**config.mk**
```make
export PLATFORM = sky130hd
export DESIGN_NAME = bitf_fetch
export DESIGN_NICKNAME = d
export VERILOG_FILES = /design/src/rtl/bitf_pkg.sv /design/src/rtl/bitf_tap.sv /design/src/rtl/bitf_ctrl.sv /design/src/rtl/bitf_words.sv /design/src/rtl/bitf_fetch.sv
export SDC_FILE = /design/constraint.sdc
export NUM_CORES = 1
export LEC_CHECK = 0
export BUFFER_PORTS_ARGS = -buffer_cell sky130_fd_sc_hd__buf_2
export CAP_MARGIN = 40
export CORE_MARGIN = 2
export CORE_UTILIZATION = 55
export CTS_BUF_LIST = sky130_fd_sc_hd__clkbuf_4
export DETAILED_ROUTE_END_ITERATION = 6
export PLACE_DENSITY_LB_ADDON = 0.15
export SLEW_MARGIN = 20
export SYNTH_ARGS = -nofsm -noshare
export SYNTH_HDL_FRONTEND = slang
export SYNTH_SLANG_ARGS = --single-unit
```
**constraint.sdc**
```tcl
create_clock -name clk -period 15.41 [get_ports clk]
set_input_delay 1.541 -clock clk [delete_from_list [all_inputs] [get_ports clk]]
set_output_delay 1.541 -clock clk [all_outputs]
set_load 0.005 [all_outputs]
```
**src/rtl/bitf_pkg.sv**
```systemverilog
package bitf_pkg;
  typedef enum logic [1:0] {
    ST_IDLE = 2'd0,
    ST_FILL = 2'd1,
    ST_RUN  = 2'd2
  } bitf_state_t;

  // words fetched before the views go live: current, following, read-ahead
  localparam int unsigned PRIME_WORDS = 3;
endpackage

```
**src/rtl/bitf_tap.sv**
```systemverilog
module bitf_tap #(
  parameter int WORD_W = 64,
  parameter int MID    = 8,
  parameter int WIDE   = 32,
  parameter int POS_W  = 6,
  parameter int MID_CW = 4
) (
  input  logic              valid,
  input  logic [WORD_W-1:0] cur,
  input  logic [WORD_W-1:0] pre,
  input  logic [POS_W-1:0]  pos,
  input  logic              take_one,
  input  logic [MID_CW-1:0] k_mid,
  output logic              peek_one,
  output logic [MID-1:0]    peek_mid,
  output logic [WIDE-1:0]   peek_wide
);
  logic [WORD_W-1:0] win;
  logic [WORD_W-1:0] after_one;
  logic [WORD_W-1:0] after_mid;

  always_comb begin
    // 64-bit window aligned to the next unconsumed bit
    win = cur << pos;
    if (pos != '0)
      win = win | (pre >> (WORD_W - int'(pos)));
    after_one = take_one ? {win[WORD_W-2:0], 1'b0} : win;
    after_mid = after_one << k_mid;
    peek_one  = valid & win[WORD_W-1];
    peek_mid  = valid ? MID'(after_one >> (WORD_W - MID)) : '0;
    peek_wide = valid ? WIDE'(after_mid >> (WORD_W - WIDE)) : '0;
  end
endmodule

```
**src/rtl/bitf_ctrl.sv**
```systemverilog
module bitf_ctrl
  import bitf_pkg::*;
#(
  parameter int ADDR_W  = 16,
  parameter int POS_W   = 6,
  parameter int MID_CW  = 4,
  parameter int WIDE_CW = 6
) (
  input  logic               clk,
  input  logic               rst,
  input  logic               start,
  input  logic               take_one,
  input  logic [MID_CW-1:0]  k_mid,
  input  logic [WIDE_CW-1:0] k_wide,
  output logic               valid,
  output logic [POS_W-1:0]   pos,
  output logic               rd_en,
  output logic [ADDR_W-1:0]  rd_addr,
  output logic               rd_pend,
  output logic               load_cur,
  output logic               load_pre,
  output logic               advance
);
  localparam int CW = POS_W + 1;

  bitf_state_t        st;
  logic [1:0]         fill_cnt;
  logic [POS_W-1:0]   pos_q;
  logic [ADDR_W-1:0]  adr_q;
  logic               pend_q;
  logic [CW-1:0]      used;
  logic [CW-1:0]      sum;
  logic               filling;
  logic               fill_fetch;

  always_comb begin
    used       = CW'(take_one) + CW'(k_mid) + CW'(k_wide);
    sum        = CW'(pos_q) + used;
    filling    = (st == ST_FILL) & ~start;
    fill_fetch = filling & (fill_cnt < 2'(PRIME_WORDS));
    advance    = (st == ST_RUN) & ~start & sum[POS_W];
    load_cur   = filling & (fill_cnt == 2'd1);
    load_pre   = filling & (fill_cnt == 2'd2);
    rd_en      = advance | fill_fetch;
  end

  always_ff @(posedge clk) begin
    if (rst) begin
      st       <= ST_IDLE;
      fill_cnt <= '0;
      pos_q    <= '0;
      adr_q    <= '0;
      pend_q   <= 1'b0;
    end else begin
      pend_q <= rd_en;
      if (rd_en)
        adr_q <= adr_q + 1'b1;
      if (start) begin
        st       <= ST_FILL;
        fill_cnt <= '0;
        pos_q    <= '0;
        adr_q    <= '0;
      end else begin
        case (st)
          ST_FILL: begin
            fill_cnt <= fill_cnt + 1'b1;
            if (fill_cnt == 2'(PRIME_WORDS))
              st <= ST_RUN;
          end
          ST_RUN:  pos_q <= sum[POS_W-1:0];
          default: ;
        endcase
      end
    end
  end

  assign valid   = (st == ST_RUN);
  assign pos     = pos_q;
  assign rd_addr = adr_q;
  assign rd_pend = pend_q;
endmodule

```
**src/rtl/bitf_words.sv**
```systemverilog
module bitf_words #(
  parameter int WORD_W = 64
) (
  input  logic              clk,
  input  logic              rst,
  input  logic [WORD_W-1:0] rd_data,
  input  logic              rd_pend,
  input  logic              load_cur,
  input  logic              load_pre,
  input  logic              advance,
  output logic [WORD_W-1:0] cur,
  output logic [WORD_W-1:0] pre
);
  logic [WORD_W-1:0] ahd;
  logic [WORD_W-1:0] ahd_eff;

  // a word landing this cycle can be shifted straight into the following slot
  assign ahd_eff = rd_pend ? rd_data : ahd;

  always_ff @(posedge clk) begin
    if (rst) begin
      cur <= '0;
      pre <= '0;
      ahd <= '0;
    end else begin
      if (rd_pend)
        ahd <= rd_data;
      if (load_cur)
        cur <= rd_data;
      if (load_pre)
        pre <= rd_data;
      if (advance) begin
        cur <= pre;
        pre <= ahd_eff;
      end
    end
  end
endmodule

```
**src/rtl/bitf_fetch.sv**
```systemverilog
module bitf_fetch #(
  parameter int WORD_W = 64,
  parameter int ADDR_W = 16,
  parameter int MID    = 8,
  parameter int WIDE   = 32,
  localparam int POS_W   = $clog2(WORD_W),
  localparam int MID_CW  = $clog2(MID + 1),
  localparam int WIDE_CW = $clog2(WIDE + 1)
) (
  input  logic               clk,
  input  logic               rst,
  input  logic               start,
  input  logic               take_one,
  input  logic [MID_CW-1:0]  take_mid,
  input  logic [WIDE_CW-1:0] take_wide,
  output logic               bits_valid,
  output logic               peek_one,
  output logic [MID-1:0]     peek_mid,
  output logic [WIDE-1:0]    peek_wide,
  output logic               rd_en,
  output logic [ADDR_W-1:0]  rd_addr,
  input  logic [WORD_W-1:0]  rd_data
);
  logic [MID_CW-1:0]  k_mid;
  logic [WIDE_CW-1:0] k_wide;
  logic [POS_W-1:0]   pos;
  logic [WORD_W-1:0]  cur;
  logic [WORD_W-1:0]  pre;
  logic               rd_pend;
  logic               load_cur;
  logic               load_pre;
  logic               advance;

  assign k_mid  = (take_mid  > MID_CW'(MID))   ? MID_CW'(MID)   : take_mid;
  assign k_wide = (take_wide > WIDE_CW'(WIDE)) ? WIDE_CW'(WIDE) : take_wide;

  bitf_ctrl #(
    .ADDR_W (ADDR_W),
    .POS_W  (POS_W),
    .MID_CW (MID_CW),
    .WIDE_CW(WIDE_CW)
  ) u_ctrl (
    .clk     (clk),
    .rst     (rst),
    .start   (start),
    .take_one(take_one),
    .k_mid   (k_mid),
    .k_wide  (k_wide),
    .valid   (bits_valid),
    .pos     (pos),
    .rd_en   (rd_en),
    .rd_addr (rd_addr),
    .rd_pend (rd_pend),
    .load_cur(load_cur),
    .load_pre(load_pre),
    .advance (advance)
  );

  bitf_words #(.WORD_W(WORD_W)) u_words (
    .clk     (clk),
    .rst     (rst),
    .rd_data (rd_data),
    .rd_pend (rd_pend),
    .load_cur(load_cur),
    .load_pre(load_pre),
    .advance (advance),
    .cur     (cur),
    .pre     (pre)
  );

  bitf_tap #(
    .WORD_W(WORD_W),
    .MID   (MID),
    .WIDE  (WIDE),
    .POS_W (POS_W),
    .MID_CW(MID_CW)
  ) u_tap (
    .valid    (bits_valid),
    .cur      (cur),
    .pre      (pre),
    .pos      (pos),
    .take_one (take_one),
    .k_mid    (k_mid),
    .peek_one (peek_one),
    .peek_mid (peek_mid),
    .peek_wide(peek_wide)
  );
endmodule

```
After elaboration in Yosys (flattened, before gate mapping)
Cells that the tools add are included.
Word-level totals
  logic and storage cells: 58
  register bits: 219
  output and inout port bits: 59
  bits of input ports: 78
Cells by class
  shift-type cells: 3
  reductions and logical operators: 8
  order comparisons: 3
  muxes and demuxes: 14
  bitwise operators: 10
  add/subtract/negate cells: 6
  eq/ne operators: 5
Operator list (count)
  2-to-1 mux 64 bit: 7
  OR 64 bit: 1
  << shifter 64 x 4 -> 64 bit: 1
  << shifter 64 x 6 -> 64 bit: 1
  >> shifter 64 x 32 -> 64 bit: 1
  2-to-1 mux 32 bit: 1
  adder 16 x 1 -> 16 bit (second input constant): 1
  2-to-1 mux 8 bit: 1
  nonzero test 2 bit: 4
  subtractor 7 x 6 -> 8 bit (first input constant): 1
  adder 6 x 7 -> 7 bit: 1
  adder 7 x 6 -> 7 bit: 1
  AND 1 bit: 7
  equality test 2 bit (second input constant): 3
  > comparator 6 bit (second input constant): 1
  2-to-1 mux 6 bit: 1
  nonzero test 6 bit: 1
  adder 1 x 4 -> 5 bit: 1
  equality test 2 x 1 -> 1 bit (second input constant): 2
  > comparator 4 bit (second input constant): 1
  2-to-1 mux 4 bit: 1
  AND reduction 2 bit: 2
  2-to-1 mux 1 bit: 3
  adder 2 x 1 -> 2 bit (second input constant): 1
  4 further kinds: 4

Depth between registers and ports, before layout
  depth after elaboration: 7
  gate-level depth with buffers: 25

Hierarchy
Synthesis repeated with hierarchy kept, for this count alone.
Second synthesis, totals
  cells, all modules: 2629
  area total of the unflattened synthesis: 22646.7 um^2
By module, submodules not included
  bitf_tap: seq. area each 0.0 um^2, area an instance 12291.8 um^2, cells each 1569, times used 1
  bitf_words: seq. area each 3843.7 um^2, area an instance 8526.9 um^2, cells each 843, times used 1
  bitf_ctrl: seq. area each 540.5 um^2, area an instance 1770.4 um^2, cells each 207, times used 1
  bitf_fetch: seq. area each 0.0 um^2, area an instance 57.6 um^2, cells each 10, times used 1

Worst setup path before layout
No wires, ideal clock.
  kind: input -> output
  start: input take_mid[0]
  end: output rd_en
  stages: 19
  required time: 13869 ps
  arrival: 5624 ps
  path slack: 8245 ps
  buffers on the path: 5
  cell sequence: clkbuf_1 -> nand2_1 -> inv_1 -> clkbuf_1 -> buf_2 -> buf_1 -> clkbuf_1 -> ha_1 -> ha_1 -> xnor2_1 -> fa_1 -> ha_1 -> a21o_1 -> a21oi_1 -> o21bai_1 -> a21oi_1 -> xor2_1 -> o22a_1 -> nor2_1
Between the ends
  word-level cells in the longest chain between the ends: 7
Ends and longest elaborated chain
  start: declaration: line bitf_fetch.sv:14  | input logic [MID_CW-1:0] take_mid,
  > comparator 4 bit: line bitf_fetch.sv:34  | assign k_mid = (take_mid > MID_CW'(MID)) ? MID_CW'(MID) : take_mid;
  2-to-1 mux 4 bit *: line bitf_fetch.sv:34
  adder 1 x 4 -> 5 bit *: line bitf_ctrl.sv:37  | used = CW'(take_one) + CW'(k_mid) + CW'(k_wide);
  adder 7 x 6 -> 7 bit *: line bitf_ctrl.sv:37
  adder 6 x 7 -> 7 bit *: line bitf_ctrl.sv:38  | sum = CW'(pos_q) + used;
  AND 1 bit *: line bitf_ctrl.sv:41  | advance = (st == ST_RUN) & ~start & sum[POS_W];
  OR 1 bit *: line bitf_ctrl.sv:44  | rd_en = advance | fill_fetch;
  end: declaration: line bitf_fetch.sv:20  | output logic rd_en,
Mark *: on every way between the ends. The rest lies on a longest branch, timed or not.

Worst setup path in the final report
  start: input take_mid[3]
  end: output rd_en
Same word-level chain as after synthesis.

==> impl_metrics.toml <==
[run_status]
status = "finished with violations"
violations = "DRC"

[layout]
area_growth_pct = 7.132
final_nets = 2439
drive_above_1_share_pct = 21.97

[yosys]
synthAdderAreaFrac_pct = 1.398
ys_seq_area_share_pct = 21.68
synth_common_cells = "nor2_1, mux2i_1, dfxtp_1"
async_reset_ff_share_pct = 0
yosys.area.top_type_share_pct = 21.68
synth_compound_area_share_pct = 19.96
synth_edf_count = 0
synth_area_leaders = "dfxtp_1, mux4_2, mux2i_1"
ys_warn_count = 0
synth.largest_area_cell = "dfxtp_1"
synth-simple-area-share_pct = 17.57
synth_xor_area_share_pct = 0.6866
syn-num-nets = 2416
avgSynthCellArea_um2 = 8.722
synth_mux_area_share_pct = 32.53
synth_top_family_by_area = "multiplexers"
synth_seq_cells = 219
ys.flop_type = "dfxtp_1"
yosysMostFrequentCell = "nor2_1"
synthCells = 2319
yosysUniqueCellTypes = 98
syn-cell-area_mm2 = 0.02023

[clock_network]
htreeDepth = 2
post_cts_buffers = 0
clk_latency_ns = 0.71
hold_buffers = 0
path_clk_slew_ns = 0.06
cts_sinks = 219
clk_path_buf_depth = 3
root_buffer = "clkbuf_4"
cts_tree = "built"
cts_buffers = 50
cts_resized = 0

[place]
io_buffers = 136
gp_congestion = 1.014
dpl.hpwl_um = 61430
dp_slack_ns = 7.875

[grt]
first_global_vias = 19810
grt.met2_usage_pct = 66.22
grtUsageMet3_pct = 8.733
globalRouteMet1Util_pct = 56.04
grt_pass1_wl_um = 123700
grt_max_degree = 88
grt_overflow = 0
grt_usage_pct = 42.00
antenna_found_initial = 2
grt-busiest-layer = "met2"

[setup_path]
path_buf_inv = 4
cpLargestDelayFamily = "buffers and inverters"
path_cells = "buf_2 -> clkinv_1 -> nand2_1 -> clkinv_1 -> ha_1 -> xnor2_1 -> fa_1 -> ha_1 -> a21o_1 -> a21oi_1 -> o21bai_1 -> a21oi_1 -> xor2_1 -> o22a_1 -> nor2_1 -> buf_2"
cp-end-kind = "output pin"
critPathMaxStageDelay_ns = 0.61
critPathMaxFanout = 25
path_class = "primary input to output pin"
worstPathArrival_ns = 6.15
required_ns = 13.87
cp_slowest_cell = "clkinv_1"
worstSetupStartpointType = "primary input"

[timing]
setup_ws_ns = 7.720
slew_viol_final = 0
post-route-min-period_ns = 7.690
rsz0062_at_grt = "no"
finalCritPeriodShare_pct = 49.90
final-setup-viol-count = 0
skew_ns = 0.06974
hold_viol = 0
finalSetupTns_ns = 0
max_freq_ghz = 0.1300
relSlewSlack_pct = 35.14
tightest_slew_ns = 0.9699

[die]
initial_core_util_pct = 55.52
die_area_mm2 = 0.03833
fp-row-count = 70
io-pin-count = 137
die_y_um = 195.8
core_area_mm2 = 0.03643
die_w_um = 195.8

[route]
drc = 21
drt_iter0_markers = 2882
detail-route-antenna-nets = 0
vias_per_cell = 7.311
drt-total-wl_um = 82380
routedWlPerCell_um = 28.91
dr.pass1.iters = 7
vias = 20830

[min_path]
min_path_type = "flop to flop"

[pwr]
vdd_drop_max_uv = 92.26
powerDensity_mw_per_mm2 = 55.30
leakage_nw = 7.846

[run]
drv_cap = 0
-- state kept, by name, summed over array words and instances (netlist names) --
| signal | count |
|---|---|
| u_ctrl.st | 2 |
| u_words.ahd | 64 |
| u_words.pre | 64 |
| u_ctrl.fill_cnt | 2 |
| u_words.cur | 64 |
| u_ctrl.pos | 6 |
| u_ctrl.rd_addr | 16 |
| u_ctrl.rd_pend | 1 |
-- placed cells by master, fill, tap and decap left out, types with 11 or more instances in the layout --
master / netlist / layout
a21oi_1: 68 / 67
mux2_2: 74 / 74
mux4_2: 127 / 127
nor3_1: 104 / 104
nor4_1: 12 / 12
a31oi_1: 16 / 16
and2_1: 11 / 11
buf_2: 40 / 140
a22o_1: 18 / 18
mux2i_1: 271 / 271
inv_1: 31 / 29
and3_1: 16 / 16
nor2b_1: 16 / 16
a22oi_1: 31 / 31
ha_1: 13 / 12
o211ai_1: 26 / 26
buf_4: 34 / 40
nand2b_1: 18 / 17
dfxtp_1: 219 / 214
nand3_1: 51 / 51
o21ai_0: 52 / 52
nor2_1: 320 / 320
a211oi_1: 95 / 95
a32oi_1: 15 / 15
xnor2_1: 12 / 12
clkbuf_4: 1 / 82
or3_1: 20 / 19
o22ai_1: 92 / 92
nand2_1: 157 / 157
-- routing by layer --
metal	share of wire (%)	vias up
met3	11	244
met1	39	10190
li1	-	8994
met2	45	1400
met5	0	-
met4	4.8	0
-- where the power goes --
part	switching (mW)	leakage, nW	total (mW)	internal [mW]
sequential	0.0114	1.77	0.585	0.574
clock	0.227	0.394	0.467	0.240
combinational	0.0912	5.68	0.147	0.0553
-- cell families (layout without fill, tap and decap cells) --
logic type / after synthesis / after routing
DFF: 219 / 219
other: 1 / 2
and+or+nand+nor: 774 / 774
AOI/OAI and AO/OA: 557 / 557
buffers and inverters: 255 / 316
muxes: 479 / 479
adders and majority gates: 19 / 19
xor gates and xnor gates: 15 / 15
-- per-stage QoR --
step | hold slack (ns) | power, mW | instances | util, % | instance area (um^2)
4_1_cts | 0.4999 | 1.198 | 2844 | 59.23 | 21580
3_3_place_gp | 0.4672 | 0.7341 | 2743 | 56.94 | 20750
5_1_grt | 0.5162 | 1.242 | 2849 | 59.47 | 21670
6_report | 0.5000 | 1.198 | 2849 | 59.47 | 21670
3_5_place_dp | 0.4802 | 0.7383 | 2754 | 57.43 | 20920
2_1_floorplan | 0.4608 | 0.6882 | 2319 | - | 20230
-- final cells by class --
| cell class | instances | area (um^2) |
|---|---|---|
| clock inverters | 8 | 40.04 |
| multi-input cells | 1845 | 14640 |
| flip-flops and latches | 219 | 4403 |
| repair buffers | 190 | 1245 |
| inverters | 36 | 135.1 |
| fillers | 3121 | 14770 |
| well taps | 468 | 585.6 |
| clock buffers | 82 | 615.6 |
| diodes | 1 | 2.502 |
-- worst paths after layout --
check / from / cells after the start / endpoint / slack (ns)
setup reg to reg: u_ctrl.pos[3] / 16 / u_words.pre[29] / 10.33
hold reg to reg: u_words.ahd[23] / 2 / u_words.ahd[23] / 0.50
setup / recovery: take_mid[3] / 16 / rd_en / 7.72
hold / removal: u_words.ahd[23] / 2 / u_words.ahd[23] / 0.50
-- tightest hold or removal path, delay by kind of cell (launching register included) --
kind	cells	cell delay [ns]
muxes	1	0.07
DFF	1	0.32
and+or+nand+nor	1	0.08
Power figures use the tool's default switching activity.
